==> config.mk <==
export PLATFORM = sky130hd
export DESIGN_NAME = rx45_decoder
export DESIGN_NICKNAME = d
export VERILOG_FILES = /design/src/rtl/rx45_pkg.sv /design/src/rtl/rx45_classify.sv /design/src/rtl/rx45_fsm.sv /design/src/rtl/rx45_outreg.sv /design/src/rtl/rx45_decoder.sv
export SDC_FILE = /design/constraint.sdc
export NUM_CORES = 1
export LEC_CHECK = 0
export BUFFER_PORTS_ARGS = -buffer_cell sky130_fd_sc_hd__buf_4
export CAP_MARGIN = 5
export CORE_MARGIN = 2
export CORE_UTILIZATION = 25
export CTS_BUF_LIST = sky130_fd_sc_hd__clkbuf_16
export CTS_CLUSTER_DIAMETER = 120
export DETAILED_ROUTE_END_ITERATION = 6
export HOLD_SLACK_MARGIN = 0.05
export SLEW_MARGIN = 20
export SYNTH_ARGS = -nofsm -noshare
export SYNTH_HDL_FRONTEND = slang
export SYNTH_SLANG_ARGS = --single-unit
==> constraint.sdc <==
create_clock -name clk -period 3.05 [get_ports clk]
set_clock_uncertainty 0.05 [all_clocks]
set_input_delay 0.305 -clock clk [delete_from_list [all_inputs] [get_ports clk]]
set_output_delay 0.305 -clock clk [all_outputs]
set_load 0.02 [all_outputs]
==> src/rtl/rx45_pkg.sv <==
package rx45_pkg;
  localparam int SYM_W = 5;
  localparam int NIB_W = 4;

  localparam logic [SYM_W-1:0] C_IDLE = 5'b11111;
  localparam logic [SYM_W-1:0] C_SSD1 = 5'b11000;
  localparam logic [SYM_W-1:0] C_SSD2 = 5'b10001;
  localparam logic [SYM_W-1:0] C_ESD1 = 5'b01101;
  localparam logic [SYM_W-1:0] C_ESD2 = 5'b00111;
  localparam logic [NIB_W-1:0] PRE_NIB = 4'b0101;

  typedef enum logic [2:0] {
    K_DATA, K_IDLE, K_SSD1, K_SSD2, K_ESD1, K_ESD2, K_BAD
  } sym_kind_e;

  typedef enum logic [2:0] {
    ST_IDLE, ST_SSD, ST_BODY, ST_ESD, ST_RECOVER
  } rx_state_e;

  typedef struct packed {
    logic [NIB_W-1:0] nib;
    logic             dv;
    logic             er;
    logic             crs;
  } rx_out_t;

  // {hit, nibble} for data code groups
  function automatic logic [NIB_W:0] nib_of_sym(input logic [SYM_W-1:0] s);
    case (s)
      5'b11110: return {1'b1, 4'h0};
      5'b01001: return {1'b1, 4'h1};
      5'b10100: return {1'b1, 4'h2};
      5'b10101: return {1'b1, 4'h3};
      5'b01010: return {1'b1, 4'h4};
      5'b01011: return {1'b1, 4'h5};
      5'b01110: return {1'b1, 4'h6};
      5'b01111: return {1'b1, 4'h7};
      5'b10010: return {1'b1, 4'h8};
      5'b10011: return {1'b1, 4'h9};
      5'b10110: return {1'b1, 4'hA};
      5'b10111: return {1'b1, 4'hB};
      5'b11010: return {1'b1, 4'hC};
      5'b11011: return {1'b1, 4'hD};
      5'b11100: return {1'b1, 4'hE};
      5'b11101: return {1'b1, 4'hF};
      default:  return '0;
    endcase
  endfunction

  function automatic sym_kind_e kind_of_sym(input logic [SYM_W-1:0] s);
    logic [NIB_W:0] hit;
    hit = nib_of_sym(s);
    if (hit[NIB_W]) return K_DATA;
    case (s)
      C_IDLE:  return K_IDLE;
      C_SSD1:  return K_SSD1;
      C_SSD2:  return K_SSD2;
      C_ESD1:  return K_ESD1;
      C_ESD2:  return K_ESD2;
      default: return K_BAD;
    endcase
  endfunction
endpackage

==> src/rtl/rx45_classify.sv <==
module rx45_classify
  import rx45_pkg::*;
(
  input  logic [SYM_W-1:0] sym,
  output sym_kind_e        kind
);
  assign kind = kind_of_sym(sym);
endmodule

==> src/rtl/rx45_fsm.sv <==
module rx45_fsm
  import rx45_pkg::*;
#(
  parameter int IDLE_EXIT = 2
) (
  input  logic             clk,
  input  logic             rst_n,
  input  logic             bypass_i,
  input  logic [SYM_W-1:0] cur_sym,
  input  sym_kind_e        cur_kind,
  input  sym_kind_e        nxt_kind,
  output rx_out_t          out_d,
  output rx_state_e        st_o,
  output logic             ev_start,
  output logic             ev_end,
  output logic             ev_err
);
  localparam int CW = (IDLE_EXIT > 1) ? $clog2(IDLE_EXIT) : 1;
  localparam logic [CW-1:0] RUN_LAST = CW'(IDLE_EXIT - 1);

  rx_state_e      st_q, st_d;
  logic [CW-1:0]  run_q, run_d;
  logic           err_raw, start_raw, end_raw;
  logic [NIB_W:0] data_hit;

  assign data_hit = nib_of_sym(cur_sym);

  always_comb begin
    st_d      = st_q;
    run_d     = run_q;
    out_d     = '0;
    err_raw   = 1'b0;
    start_raw = 1'b0;
    end_raw   = 1'b0;
    case (st_q)
      ST_IDLE: begin
        if (cur_kind == K_SSD1 && nxt_kind == K_SSD2) begin
          out_d.nib = PRE_NIB;
          out_d.dv  = 1'b1;
          out_d.crs = 1'b1;
          st_d      = ST_SSD;
          start_raw = 1'b1;
        end else if (cur_kind != K_IDLE) begin
          err_raw = 1'b1;
        end
      end
      ST_SSD: begin
        out_d.dv  = 1'b1;
        out_d.crs = 1'b1;
        if (cur_kind == K_SSD2) begin
          out_d.nib = PRE_NIB;
          st_d      = ST_BODY;
        end else begin
          err_raw = 1'b1;
        end
      end
      ST_BODY: begin
        out_d.dv  = 1'b1;
        out_d.crs = 1'b1;
        if (cur_kind == K_DATA) begin
          out_d.nib = data_hit[NIB_W-1:0];
        end else if (cur_kind == K_ESD1 && nxt_kind == K_ESD2) begin
          out_d.dv  = 1'b0;
          out_d.crs = 1'b0;
          st_d      = ST_ESD;
          end_raw   = 1'b1;
        end else begin
          err_raw = 1'b1;
        end
      end
      ST_ESD: begin
        if (cur_kind == K_ESD2) st_d = ST_IDLE;
        else                    err_raw = 1'b1;
      end
      ST_RECOVER: begin
        if (cur_kind == K_IDLE) begin
          if (run_q == RUN_LAST) begin
            st_d  = ST_IDLE;
            run_d = '0;
          end else begin
            run_d = run_q + 1'b1;
          end
        end else begin
          err_raw = 1'b1;
        end
      end
      default: st_d = ST_IDLE;
    endcase
    if (err_raw) begin
      out_d.er  = 1'b1;
      out_d.nib = '0;
      st_d      = ST_RECOVER;
      run_d     = '0;
    end
    if (bypass_i) begin
      st_d  = ST_IDLE;
      run_d = '0;
    end
  end

  always_ff @(posedge clk or negedge rst_n) begin
    if (!rst_n) begin
      st_q  <= ST_IDLE;
      run_q <= '0;
    end else begin
      st_q  <= st_d;
      run_q <= run_d;
    end
  end

  assign st_o     = st_q;
  assign ev_err   = err_raw   & ~bypass_i;
  assign ev_start = start_raw & ~bypass_i;
  assign ev_end   = end_raw   & ~bypass_i;
endmodule

==> src/rtl/rx45_outreg.sv <==
module rx45_outreg
  import rx45_pkg::*;
(
  input  logic             clk,
  input  logic             rst_n,
  input  logic             bypass_i,
  input  logic [SYM_W-1:0] raw_sym,
  input  rx_out_t          dec_d,
  output logic [NIB_W-1:0] rxd_o,
  output logic             rx_dv_o,
  output logic             rx_er_o,
  output logic             crs_o
);
  rx_out_t nxt_out, out_q;

  always_comb begin
    nxt_out = dec_d;
    if (bypass_i) begin
      nxt_out.nib = raw_sym[NIB_W-1:0];
      nxt_out.er  = raw_sym[SYM_W-1];
      nxt_out.dv  = 1'b0;
      nxt_out.crs = 1'b0;
    end
  end

  always_ff @(posedge clk or negedge rst_n) begin
    if (!rst_n) out_q <= '0;
    else        out_q <= nxt_out;
  end

  assign rxd_o   = out_q.nib;
  assign rx_dv_o = out_q.dv;
  assign rx_er_o = out_q.er;
  assign crs_o   = out_q.crs;
endmodule

==> src/rtl/rx45_decoder.sv <==
module rx45_decoder
  import rx45_pkg::*;
#(
  parameter int IDLE_EXIT = 2
) (
  input  logic             clk,
  input  logic             rst_n,
  input  logic [SYM_W-1:0] sym_i,
  input  logic             bypass_i,
  output logic [NIB_W-1:0] rxd_o,
  output logic             rx_dv_o,
  output logic             rx_er_o,
  output logic             crs_o
);
  localparam int LOOK = 2;  // [0] held symbol, [1] lookahead

  logic [SYM_W-1:0] sym_q;
  logic [SYM_W-1:0] cls_in [LOOK];
  sym_kind_e        kind_w [LOOK];
  rx_out_t          dec_d;
  rx_state_e        st;
  logic             ev_start, ev_end, ev_err;

  always_ff @(posedge clk or negedge rst_n) begin
    if (!rst_n) sym_q <= C_IDLE;
    else        sym_q <= sym_i;
  end

  assign cls_in[0] = sym_q;
  assign cls_in[1] = sym_i;

  for (genvar g = 0; g < LOOK; g++) begin : g_cls
    rx45_classify u_cls (.sym(cls_in[g]), .kind(kind_w[g]));
  end

  rx45_fsm #(.IDLE_EXIT(IDLE_EXIT)) u_fsm (
    .clk      (clk),
    .rst_n    (rst_n),
    .bypass_i (bypass_i),
    .cur_sym  (sym_q),
    .cur_kind (kind_w[0]),
    .nxt_kind (kind_w[1]),
    .out_d    (dec_d),
    .st_o     (st),
    .ev_start (ev_start),
    .ev_end   (ev_end),
    .ev_err   (ev_err)
  );

  rx45_outreg u_out (
    .clk      (clk),
    .rst_n    (rst_n),
    .bypass_i (bypass_i),
    .raw_sym  (sym_q),
    .dec_d    (dec_d),
    .rxd_o    (rxd_o),
    .rx_dv_o  (rx_dv_o),
    .rx_er_o  (rx_er_o),
    .crs_o    (crs_o)
  );
endmodule

# Word-level counts from Yosys, hierarchy flattened
# Memories as Yosys holds them, arrays and structs flattened.
# Cells that the tools add are included.
dict set report op_classes {
  addsub 1
  mul 0
  n_div 0
  n_lt_le_gt_ge 0
  eq_ne 29
  shift 0
  muxes 41
  n_bitwise 0
  n_reduce_logical 8
}
# cell count
set ops {}
lappend ops {{3-bit case mux with 5 select lines} 3}
lappend ops {{3-bit two-way mux} 14}
lappend ops {{5-bit == test (second input constant)} 6}
lappend ops {{4-bit by 2-bit inequality test with 1-bit output (second input constant)} 6}
lappend ops {{1-bit two-way mux} 17}
lappend ops {{3-bit by 2-bit == test with 1-bit output (second input constant)} 5}
lappend ops {{5-bit case mux with 3 select lines} 1}
lappend ops {{3-bit == test (second input constant)} 4}
lappend ops {{4-bit two-way mux} 3}
lappend ops {{5-bit by 3-bit == test with 1-bit output (second input constant)} 2}
lappend ops {{5-bit by 4-bit == test with 1-bit output (second input constant)} 2}
lappend ops {{7-bit two-way mux} 1}
lappend ops {{7-bit AND reduction} 1}
lappend ops {{3-bit by 1-bit == test with 1-bit output (second input constant)} 2}
lappend ops {{3-bit zero test} 2}
lappend ops {{3-bit nonzero test} 2}
lappend ops {{1-bit case mux with 5 select lines} 1}
lappend ops {{4-bit by 3-bit inequality test with 1-bit output (second input constant)} 1}
lappend ops {{3-bit by 1-bit inequality test with 1-bit output (second input constant)} 1}
lappend ops {{1-bit case mux with 3 select lines} 1}
lappend ops {{1-bit logical AND} 2}
lappend ops {{2-bit AND reduction} 1}
lappend ops {{1-bit adder (second input constant)} 1}
dict set report totals {
  ff_bits 16
  latchBits 0
  ram_bits 0
  rom_bits 480
  input_bits 8
  out_inout_bits 7
  memories 3
}
# memory depth width rd rd_clocked_by_memory_dff write_ports line
set memory_table {}
lappend memory_table {{(no name shown)} 32 5 1 0 0 rx45_pkg.sv:29} ;# case (s)
lappend memory_table {{(no name shown)} 32 5 1 0 0 rx45_pkg.sv:29}
lappend memory_table {{(no name shown)} 32 5 1 0 0 rx45_pkg.sv:29}

# Logic depth before layout (Yosys ltp)
dict set report logic_depth {
  ltp_word 10
  mapped_depth 9
}

# Modules after synthesis
# Synthesis repeated with hierarchy kept, for this count alone.
dict set report hier_totals {
  hier_cells 124
  area_unflattened_um2 1146.1
}
# module n_inst cells_each area_per_inst_um2
set by_module_without_submodules {}
lappend by_module_without_submodules {rx45_fsm 1 74 548.0}
lappend by_module_without_submodules {rx45_outreg 1 15 279.0}
lappend by_module_without_submodules {rx45_classify 2 15 93.8}
lappend by_module_without_submodules {rx45_decoder 1 5 131.4}

# Least setup slack after synthesis
# OpenSTA, ideal clock, no wires.
dict set report synth_path {
  path_type {flip-flop to flip-flop}
  start {register sym_q[1]}
  end {register u_out.out_q (netlist bit u_out.rx_er_o)}
  setup_time_ns 0.125
  t_arrival_ns 2.610
  required_ns 2.875
  setup_slack_ns 0.265
  path_stages_with_launch 10
  path_buffers 1
  path_cell_list {dfstp_2 clkbuf_1 inv_1 ha_1 or4b_2 a21oi_1 or4b_4 nor4_4 o221ai_2 mux2_2}
}
# item line
set synth_lines {}
lappend synth_lines {{start: declaration} rx45_decoder.sv:17} ;# logic [SYM_W-1:0] sym_q;
lappend synth_lines {{start signal: assignment} rx45_decoder.sv:26} ;# else sym_q <= sym_i;
lappend synth_lines {{end signal: assignment} rx45_outreg.sv:28} ;# else out_q <= nxt_out;
lappend synth_lines {{end: declaration} rx45_outreg.sv:14} ;# rx_out_t nxt_out, out_q;

==> metrics.cfg <==
[die]
die_w_um = 72.1
dieArea_um2 = 5200
initial_core_util_pct = 26.3
placement_rows = 24
ios = 15
die_y_um = 72.1
core_area_um2 = 4410

[setup_path]
cp_max_fo = 5
max_stage_delay_ns = 0.55
crit_slowest_cell = or4b_4
crit_chain = inv_1 -> ha_1 -> or4b_2 -> a21oi_1 -> or4b_4 -> nor4_4 -> o221ai_2 -> mux2_2
crit_type = flop to flop
cp-end-kind = flop
start_kind = flop
arrival_ns = 2.70
required_ns = 3.13
ff2ff_path_depth = 8

[global_route]
grt_pass1_vias = 923
grt_usage_pct = 11.4
grtUsageMet3_pct = 3.33
grt-busiest-layer = met1
grtUsageMet1_pct = 17.1
grt_pass1_wl_mm = 4.60
antenna_found_initial = 0
grt_max_degree = 22
grt_use_met2_pct = 15.4
overflow = 0

[sta]
slew_viol_final = 0
worstMarginPinSlew_ns = 0.444
fin_setup_tns_ns = 0
hold_viol_final = 0
period_minus_slack_ns = 2.62
fin_crit_sh_pct = 85.8
slew_headroom_pct = 70.2
fin_ws_ns = 0.432
fmax_ghz = 0.382
rsz0062_at_grt = false
finalSetupViolations = 0

[logic_synthesis]
synth_area_leaders = dfrtp_1 22%, dfstp_2 11%, o21ai_0 4.3%
yosys.area.top_type = dfrtp_1
synth_enable_flop_cells = 0
seq_area_frac_synth_pct = 32.9
yosys_warnings = 0
ys_ff_latch = 15
syn_area_um2 = 1160
syn_nets = 145
ys_async_sr_fraction_pct = 100
yosysMostFrequentCell = nand2_1
postSynthAreaPerCell_um2 = 8.66
synthDistinctLibCells = 52
syn_inst = 134
ys.flop_type = dfrtp_1
netlist.area_leader.share_pct = 21.6
synth_commonest_cells = 11 x nand2_1, 10 x dfrtp_1, 10 x o21ai_0

[placed_design]
place_inst = 192
place.gp.congestion = 0.815
post-dp-hpwl_mm = 1.94
io_buffers = 14
placed_area_um2 = 1300
dp_slack_ns = 0.437

[layout]
n_antenna_cell = 0
fin_area_um2 = 1390
fin_nets = 157
fin_util_pct = 31.5
syn2layout_area_growth_pct = 19.7
final_cells = 197
drive_gt1_share_pct = 25.5

[clock_network]
worstSkewPairLatency_ns = 0.25
cts_tree = done
htreeDepth = 1
cts_sinks = 15
clockRootBuffer = clkbuf_16
clockBufferDepth = 2
cts_made_buffers = 3
clk_pin_slew_worst_paths_ns = 0.05
cts_resized = 0

[hold_path]
hold_class = primary input to flop
whs_path_depth = 1

[power_and_ir_drop]
power_density_nw_per_um2 = 406
leakage_nw = 0.560
vdd_drop_max_mv = 0.209

[status]
status = finished, final reports clean

[route]
via_count = 1039
drcViolationCount = 0
routed_wl_mm = 2.68
drtPass1Iterations = 4
via_per_inst = 5.27
wl_per_cell_um = 13.6
drtIter0Drc = 137
ant_nets = 0

[job]
cap_violations = 0

-- routing by layer --
metal | wire (um) | vias to the layer above
li1 | - | 526
met1 | 1310 | 481
met2 | 1140 | 28
met3 | 189 | 4
met4 | 38 | 0
met5 | 0 | -
-- repair_timing --
action / in CTS / in global routing
hold buffers: 1 / 0
setup buffers: 0 / 0
hold endpoints to repair: 10 / 0
-- registers in the layout (all words and copies together), names as in the netlist --
name	flops
u_fsm.st_o	3
u_fsm.run_q	1
u_out.rxd_o	4
u_out.rx_er_o	1
u_out.crs_o	1
sym_q	5
-- final cells by class --
class / count / area [um^2]
fillers: 470 / 3030
multi-input cells: 102 / 702
flip-flops and latches: 15 / 382
repair buffers: 18 / 138
clock buffers: 3 / 75.1
well taps: 52 / 65.1
inverters: 6 / 22.5
clock inverters: 1 / 5.00
-- where the power goes --
group / switching [mW] / leakage, nW / total (mW) / internal [mW]
combinational: 0.0490 / 0.335 / 0.0868 / 0.0378
sequential: 0.0127 / 0.184 / 0.222 / 0.209
clock: 0.0797 / 0.0409 / 0.255 / 0.175
total: 0.141 / 0.560 / 0.564 / 0.422
-- worst paths after layout --
path | slack (ns) | from | to
hold / removal | 0.15 | sym_i[0] | sym_q[0]
max in group asynchronous | 2.30 | rst_n | sym_q[4]
setup / recovery | 0.43 | sym_q[1] | u_out.rx_er_o
hold reg to reg | 0.52 | u_fsm.run_q | u_fsm.run_q
setup reg to reg | 0.43 | sym_q[1] | u_out.rx_er_o
min in group asynchronous | 0.40 | rst_n | u_out.rxd_o[0]
-- critical path: cells and delay by family, from the launching register on --
| family | cells | cell delay [ns] |
|---|---|---|
| buf+inv | 1 | 0.09 |
| simple gates | 3 | 1.03 |
| fa+ha+maj | 1 | 0.27 |
| mux | 1 | 0.30 |
| compound gates | 2 | 0.23 |
| flops | 1 | 0.53 |
-- placed cells by master (no fill, tap or decap), types with 2 or more instances in the layout --
cell type and count:
buf_4 17, nand2_1 11, o21ai_0 10, dfrtp_1 10
nand3_1 8, nor3_1 7, inv_1 6, nor2_1 6
dfstp_2 5, nor4_1 4, and2_1 3, a21oi_1 3
nor2b_1 3, nand4_1 3, ha_1 3, clkbuf_16 3
a21o_1 2, nor3b_1 2, or4b_4 2, xor2_1 2
a22oi_1 2, o21bai_1 2, a311oi_1 2
-- per-stage QoR --
step	hold slack, ns	power, mW
6_report	0.151	0.564
2_1_floorplan	-0.0406	0.279
3_3_place_gp	0.124	0.311
5_1_grt	0.149	0.598
4_1_cts	0.147	0.575
3_5_place_dp	0.125	0.311
-- logic make-up (layout without fill, tap and decap cells) --
family | Yosys count | count (layout) | synth area share [%]
and+or+nand+nor | 58 | 58 | 30.2
AOI/OAI and AO/OA | 37 | 37 | 23.8
buffers and inverters | 17 | 28 | 6.58
DFF | 15 | 15 | 32.9
adders and majority gates | 3 | 3 | 3.24
xor gates and xnor gates | 3 | 3 | 2.27
muxes | 1 | 1 | 0.971
Note: power is estimated with default switching activity, not from simulation.
